$ cat src/rtl/rot_pkg.sv
package rot_pkg;
  localparam int unsigned DATA_W = 32;
  localparam int unsigned LOG_W  = $clog2(DATA_W);

  typedef enum logic {
    ROT_LEFT  = 1'b0,
    ROT_RIGHT = 1'b1
  } rot_dir_e;

  typedef struct packed {
    logic [DATA_W-1:0] data;
    logic              carry;
    logic              zero;
  } rot_res_t;
endpackage

$ cat src/rtl/rot_stage.sv
// One fixed-distance level of the barrel: rotates by SH when enabled.
module rot_stage #(
  parameter int unsigned W  = 32,
  parameter int unsigned SH = 1
) (
  input  logic [W-1:0] d,
  input  logic         en,
  input  logic         dir,
  output logic [W-1:0] q
);
  logic [W-1:0] left_v;
  logic [W-1:0] right_v;

  assign left_v  = {d[W-SH-1:0], d[W-1:W-SH]};
  assign right_v = {d[SH-1:0], d[W-1:SH]};

  always_comb begin
    if (!en)      q = d;
    else if (dir) q = right_v;
    else          q = left_v;
  end
endmodule

$ cat src/rtl/rot_barrel.sv
// Logarithmic rotator: LOG levels of power-of-two rotations.
module rot_barrel #(
  parameter int unsigned W   = 32,
  parameter int unsigned LOG = $clog2(W)
) (
  input  logic [W-1:0]   d,
  input  logic [LOG-1:0] amt,
  input  logic           dir,
  output logic [W-1:0]   q
);
  logic [W-1:0] lvl [0:LOG];

  assign lvl[0] = d;

  for (genvar k = 0; k < LOG; k++) begin : g_lvl
    rot_stage #(.W(W), .SH(1 << k)) u_stage (
      .d   (lvl[k]),
      .en  (amt[k]),
      .dir (dir),
      .q   (lvl[k+1])
    );
  end

  assign q = lvl[LOG];
endmodule

$ cat src/rtl/rot_flags.sv
// Carry and zero values for one rotate.
module rot_flags #(
  parameter int unsigned W = 32
) (
  input  logic [W-1:0] src,
  input  logic [W-1:0] rot,
  input  logic         amt_zero,
  input  logic         dir,
  output logic         carry,
  output logic         zero
);
  logic wrapped;
  logic fallback;

  // The last bit out of a rotate is the one that wrapped to the far end.
  assign wrapped  = dir ? rot[W-1] : rot[0];
  assign fallback = dir ? src[0]   : src[W-1];
  assign carry    = amt_zero ? fallback : wrapped;
  assign zero     = (rot == '0);
endmodule

$ cat src/rtl/rot_unit.sv
module rot_unit
  import rot_pkg::*;
#(
  parameter int unsigned AMT_W = 8
) (
  input  logic              clk,
  input  logic              rst,
  input  logic              in_valid,
  output logic              in_ready,
  input  logic [DATA_W-1:0] in_data,
  input  logic [AMT_W-1:0]  in_amt,
  input  logic              in_dir,
  input  logic              in_wc,
  input  logic              in_wz,
  output logic              out_valid,
  input  logic              out_ready,
  output logic [DATA_W-1:0] out_data,
  output logic              flag_c,
  output logic              flag_z
);
  localparam int unsigned USE_W = LOG_W;

  logic [USE_W-1:0] amt_lo;
  logic             accept;
  rot_res_t         comb_res;

  assign amt_lo   = in_amt[USE_W-1:0];
  assign in_ready = !out_valid || out_ready;
  assign accept   = in_valid && in_ready;

  rot_barrel #(.W(DATA_W), .LOG(USE_W)) u_barrel (
    .d   (in_data),
    .amt (amt_lo),
    .dir (in_dir),
    .q   (comb_res.data)
  );

  rot_flags #(.W(DATA_W)) u_flags (
    .src      (in_data),
    .rot      (comb_res.data),
    .amt_zero (amt_lo == '0),
    .dir      (in_dir),
    .carry    (comb_res.carry),
    .zero     (comb_res.zero)
  );

  always_ff @(posedge clk) begin
    if (rst) begin
      out_valid <= 1'b0;
      out_data  <= '0;
      flag_c    <= 1'b0;
      flag_z    <= 1'b0;
    end else begin
      if (accept) begin
        out_valid <= 1'b1;
        out_data  <= comb_res.data;
        if (in_wc) flag_c <= comb_res.carry;
        if (in_wz) flag_z <= comb_res.zero;
      end else if (out_ready) begin
        out_valid <= 1'b0;
      end
    end
  end

  AST_ROTL_ONE: assert property (@(posedge clk) disable iff (rst)
    accept && !in_dir && amt_lo == 1 |=> out_data == {$past(in_data[DATA_W-2:0]), $past(in_data[DATA_W-1])});
  AST_HIGH_AMT_IGNORED: assert property (@(posedge clk) disable iff (rst)
    accept && in_dir && in_amt == {{(AMT_W-USE_W){1'b1}}, {USE_W{1'b0}}} |=> out_data == $past(in_data));
  AST_CARRY_ZERO_LEFT: assert property (@(posedge clk) disable iff (rst)
    accept && in_wc && !in_dir && amt_lo == 0 |=> flag_c == $past(in_data[DATA_W-1]));
  AST_CARRY_ZERO_RIGHT: assert property (@(posedge clk) disable iff (rst)
    accept && in_wc && in_dir && amt_lo == 0 |=> flag_c == $past(in_data[0]));
  AST_ZERO_FLAG: assert property (@(posedge clk) disable iff (rst)
    accept && in_wz |=> flag_z == (out_data == '0));
  AST_C_KEPT: assert property (@(posedge clk) disable iff (rst)
    !(accept && in_wc) |=> $stable(flag_c));
  AST_Z_KEPT: assert property (@(posedge clk) disable iff (rst)
    !(accept && in_wz) |=> $stable(flag_z));
  AST_ONE_CYCLE: assert property (@(posedge clk) disable iff (rst)
    accept |=> out_valid);
  AST_STALL_HOLD: assert property (@(posedge clk) disable iff (rst)
    out_valid && !out_ready |=> out_valid && $stable(out_data));
  AST_RESET_CLEAR: assert property (@(posedge clk)
    $past(rst) |-> !out_valid && !flag_c && !flag_z);
endmodule

$ cat config.mk
export PLATFORM = sky130hd
export DESIGN_NAME = rot_unit
export DESIGN_NICKNAME = d
export VERILOG_FILES = /design/src/rtl/rot_pkg.sv /design/src/rtl/rot_stage.sv /design/src/rtl/rot_barrel.sv /design/src/rtl/rot_flags.sv /design/src/rtl/rot_unit.sv
export SDC_FILE = /design/constraint.sdc
export NUM_CORES = 1
export LEC_CHECK = 0
export CORE_AREA = 2 2 108 110
export DETAILED_ROUTE_END_ITERATION = 8
export DIE_AREA = 0 0 110 112
export DONT_BUFFER_PORTS = 1
export PLACE_DENSITY = 0.78
export SLEW_MARGIN = 20
export SYNTH_ARGS = -nofsm -noshare
export SYNTH_HDL_FRONTEND = slang
export SYNTH_SLANG_ARGS = --single-unit
$ cat constraint.sdc
create_clock -name clk -period 3.3 [get_ports clk]
set_input_delay 0 -clock clk [delete_from_list [all_inputs] [get_ports clk]]
set_output_delay 0 -clock clk [all_outputs]
set_load 0.005 [all_outputs]
==> impl_summary.md <==
Floorplan
The starting density of the core is 54.0%. The die footprint is 12,300 µm². The vertical extent of the die is 112 µm.

The site row count is 39. Pin placement for this block handled 83 I/O pins. In this run the standard cell core region covers 11,200 µm². The die width is 110 µm.

Run status
The flow ran to the end, and the final reports show no timing, DRC or antenna violations.

Placed design
The congestion estimate from routability-driven global placement came to 1.03. Detailed placement ended at an HPWL of 15,000 µm. The number of input and output port buffers inserted is 0. The area of placed instances is 5790 µm².

Timing
Dividing the final minimum period by the clock period gives 74.8%. The tightest hold margin is 0.00253 ns. Summed over all failing endpoints, the final setup total negative slack is 0 ns. The hold violation count in the final report is 0. For the pin with the worst max-slew slack, the measured transition is 1.03 ns. The relative slew slack is 30.9%. Setup repair after global routing left no endpoint under its margin. Subtracting the final worst setup slack from the clock period gives 2.47 ns. The final setup violation count is 0. The final number of max-transition violations is 0. The clock tree skew after final layout is 0.00138 ns. The fmax is 405 MHz.

Power
The worst-case IR drop observed on VDD is 0.000386 V. The leakage component of the power is 2.29 nW. The power per unit of standard cell area is 310 nW/µm².

Layout
After routing the design area is 6020 µm². Cells with a size suffix above 1 make up 12.5% of the layout. The area growth from synthesis to layout is -0.166%. The net count of the finished layout is 759. The fill cell instance count of the final layout is 1,027.

Cells fill 53.9% of the core in the end. The number of antenna diodes is 0.

Critical path
The destination of the worst register-to-register timing path is flag_z. Among the stages of the critical path, the cell type that occurs most often is sky130_fd_sc_hd__mux4_2. Grouping stages by cell kind, the critical path spends the most delay in multiplexers. The critical path endpoint category is a flip-flop.

Along the worst path, the maximum fanout reaches 117. The critical path arrival is 2.61 ns. The setup check on the worst reg-to-reg path leaves a slack of 1.21 ns.

At the worst endpoint, the required time is 3.45 ns. Walking the worst path, the cells encountered are mux4_2, and2_1, o32ai_1, a221oi_1, mux4_2, mux2i_1, nor2_1. In this design, the stage delay of the slowest critical-path cell is 0.77 ns. The critical path contains buffers and inverters numbering 0 combined.

In this run the critical register-to-register path is launched from out_valid. The standard cell with the maximum stage delay on the critical path is sky130_fd_sc_hd__o32ai_1. The worst register-to-register path has a depth of 8. The element type at the critical path start is an input pin. The critical path is of the in2reg type.

Global routing
Entering global routing, the biggest net connects 149 pins. The number of antenna violations at the first check in global routing is 0. The overflow left after global routing is 0. The first-pass GRT wire length is 32,900 µm. The via count of the first global-routing pass was 5,872. For this run, the total global-route usage over all layers was measured as 34.3%.

Clock network
TritonCTS created 5 clock buffers. The maximum buffer depth of the clock tree is 2. The number of sinks driven by the clock tree is 35. For the worst-skew pair, the clock arrives at the later sink with an insertion delay of 0.28 ns.

The clock root buffer is sky130_fd_sc_hd__clkbuf_16. The H-tree generated during clock tree synthesis spans 2 levels. Clock-pin slew was measured on the worst setup and hold paths at 0.05 ns. The post-CTS setup buffer count is 0. The count of cells resized by post-cts repair is 0.

TritonCTS built the clock tree.

Logic synthesis
Counting instances in the post-synthesis netlist gives the leading cell types as sky130_fd_sc_hd__nor2_1 (92), sky130_fd_sc_hd__nand2_1 (87), sky130_fd_sc_hd__mux2i_1 (74), sky130_fd_sc_hd__a21oi_1 (54), sky130_fd_sc_hd__clkbuf_1 (47). In the synthesized netlist the dominant register cell turns out to be sky130_fd_sc_hd__dfxtp_1. The post-synthesis cell type count is 75. The synthesized design devotes to its leading area cell type 13.1% of total area. The post-synthesis net count is 829.

For this run, the number of Yosys warnings is 0. The share of async-settable or async-resettable flops after synthesis is 0%. The synthesized instance count is 782.

The most used standard cell by instance count after synthesis is sky130_fd_sc_hd__nor2_1. The register bit count reported by yosys is 35. The summed instance area of the synthesized netlist is 6030 µm². Dividing the synthesized area by the synthesized cell count gives 7.71 µm². The share of the yosys chip area belonging to registers is 11.6%.

The cell taking the most area after synthesis is sky130_fd_sc_hd__mux4_2. After synthesis, the cell types taking the most area are sky130_fd_sc_hd__mux4_2 (13%), sky130_fd_sc_hd__mux2i_1 (12%), sky130_fd_sc_hd__dfxtp_1 (12%). Yosys mapped a number of flops with a built-in enable equal to 0.

Hold path
The launch point of the worst hold path is in_amt[4]. The tightest min-delay check is of the in2reg type. Along the worst hold path, the cell count comes to 3. The end point of the worst hold path is out_data[9].

Drt
The first routing iteration left 1,115 violations. The remaining antenna violation count is 0. The number of detailed-routing iterations run before antenna repair is 5.

Across all layers, the routed design uses 6,448 vias. After detailed routing, the total wire length is 21,600 µm. The detailed-route DRC error count is 0.

The routed wire length per instance is 25.2 µm. The number of vias per cell is 7.53.

Run
Max-cap violations in this run came to 0.
power breakdown:
| part | internal (mW) | switching, mW |
|---|---|---|
| Combinational | 0.378 | 0.454 |
| Sequential | 0.462 | 0.0294 |
| Clock | 0.375 | 0.170 |
kinds of logic (layout without fill, tap and decap cells):
family                    Yosys count  count (layout)  synth area share (%)
muxes                             142             142                  33.0
buffers and inverters             104              35                  8.74
DFF                                35              35                  11.6
AOI/OAI and AO/OA                 230             230                  26.1
and+or+nand+nor                   270             270                  20.4
xor gates and xnor gates            1               1                 0.145
flip-flops by register name, summed over array words and instances (netlist names):
name,count
out_valid,1
flag_c,1
out_data,32
flag_z,1
cell type report:
type                            instances  area (µm²)  share of cell area (%)
Sequential cell                        35         701                    11.6
Timing Repair Buffer                   14         115                    1.91
Tap cell                              143         179                    2.97
Inverter                               13        48.8                   0.811
Clock inverter                          2        35.0                   0.582
Clock buffer                            6         139                    2.31
Multi-Input combinational cell        643        4800                    79.8
worst min-delay path: stages:
cell and delay [ns]:
sky130_fd_sc_hd__nand2b_1 0.04, sky130_fd_sc_hd__o211ai_1 0.11, sky130_fd_sc_hd__a21oi_1 0.07
how the worst max path moves through the flow:
stage / endpoint / cells after the start / start
floorplan: flag_z / 10 / in_data[17]
global placement: flag_z / 9 / in_amt[0]
detailed placement: flag_z / 9 / in_amt[0]
CTS: flag_c / 9 / in_amt[0]
global route: flag_c / 10 / in_dir
finish: flag_c / 7 / in_dir
through the flow:
stage               setup WS [ns]  power [mW]  cells
floorplan                   0.867        1.22    782
global placement            0.729        1.27    842
detailed placement          0.705        1.29    842
CTS                         0.962        1.84    856
global route                0.840        1.95    856
finish                      0.831        1.87    856
placed cells by master, fill, tap and decap left out, types with 5 or more instances in the layout:
master / n
sky130_fd_sc_hd__nor3_1: 17
sky130_fd_sc_hd__inv_1: 9
sky130_fd_sc_hd__a21oi_1: 54
sky130_fd_sc_hd__nand2_1: 87
sky130_fd_sc_hd__o211ai_1: 15
sky130_fd_sc_hd__a211oi_1: 29
sky130_fd_sc_hd__dfxtp_1: 35
sky130_fd_sc_hd__nor4_1: 5
sky130_fd_sc_hd__nand3_1: 11
sky130_fd_sc_hd__mux4_1: 5
sky130_fd_sc_hd__a211o_1: 10
sky130_fd_sc_hd__mux2_2: 21
sky130_fd_sc_hd__and2_1: 10
sky130_fd_sc_hd__dlygate4sd3_1: 5
sky130_fd_sc_hd__o21ai_0: 29
sky130_fd_sc_hd__mux2i_1: 74
sky130_fd_sc_hd__buf_4: 8
sky130_fd_sc_hd__nor2_1: 92
sky130_fd_sc_hd__clkbuf_16: 5
sky130_fd_sc_hd__mux4_2: 35
sky130_fd_sc_hd__a31oi_1: 8
sky130_fd_sc_hd__nand2b_1: 16
sky130_fd_sc_hd__a22oi_1: 11
sky130_fd_sc_hd__o22ai_1: 13
sky130_fd_sc_hd__nor2b_1: 7
layer usage:
layer	share of wire (%)	global-route usage, %
met5	0	0
met3	13	7.03
met2	43	51.2
met1	38	46.0
met4	6.0	18.3
repair_timing:
item,in CTS,in global routing
setup endpoints to repair,0,0
hold endpoints to repair,35,0
hold buffers,6,0
No activity file was read; power rests on OpenSTA's default activity.
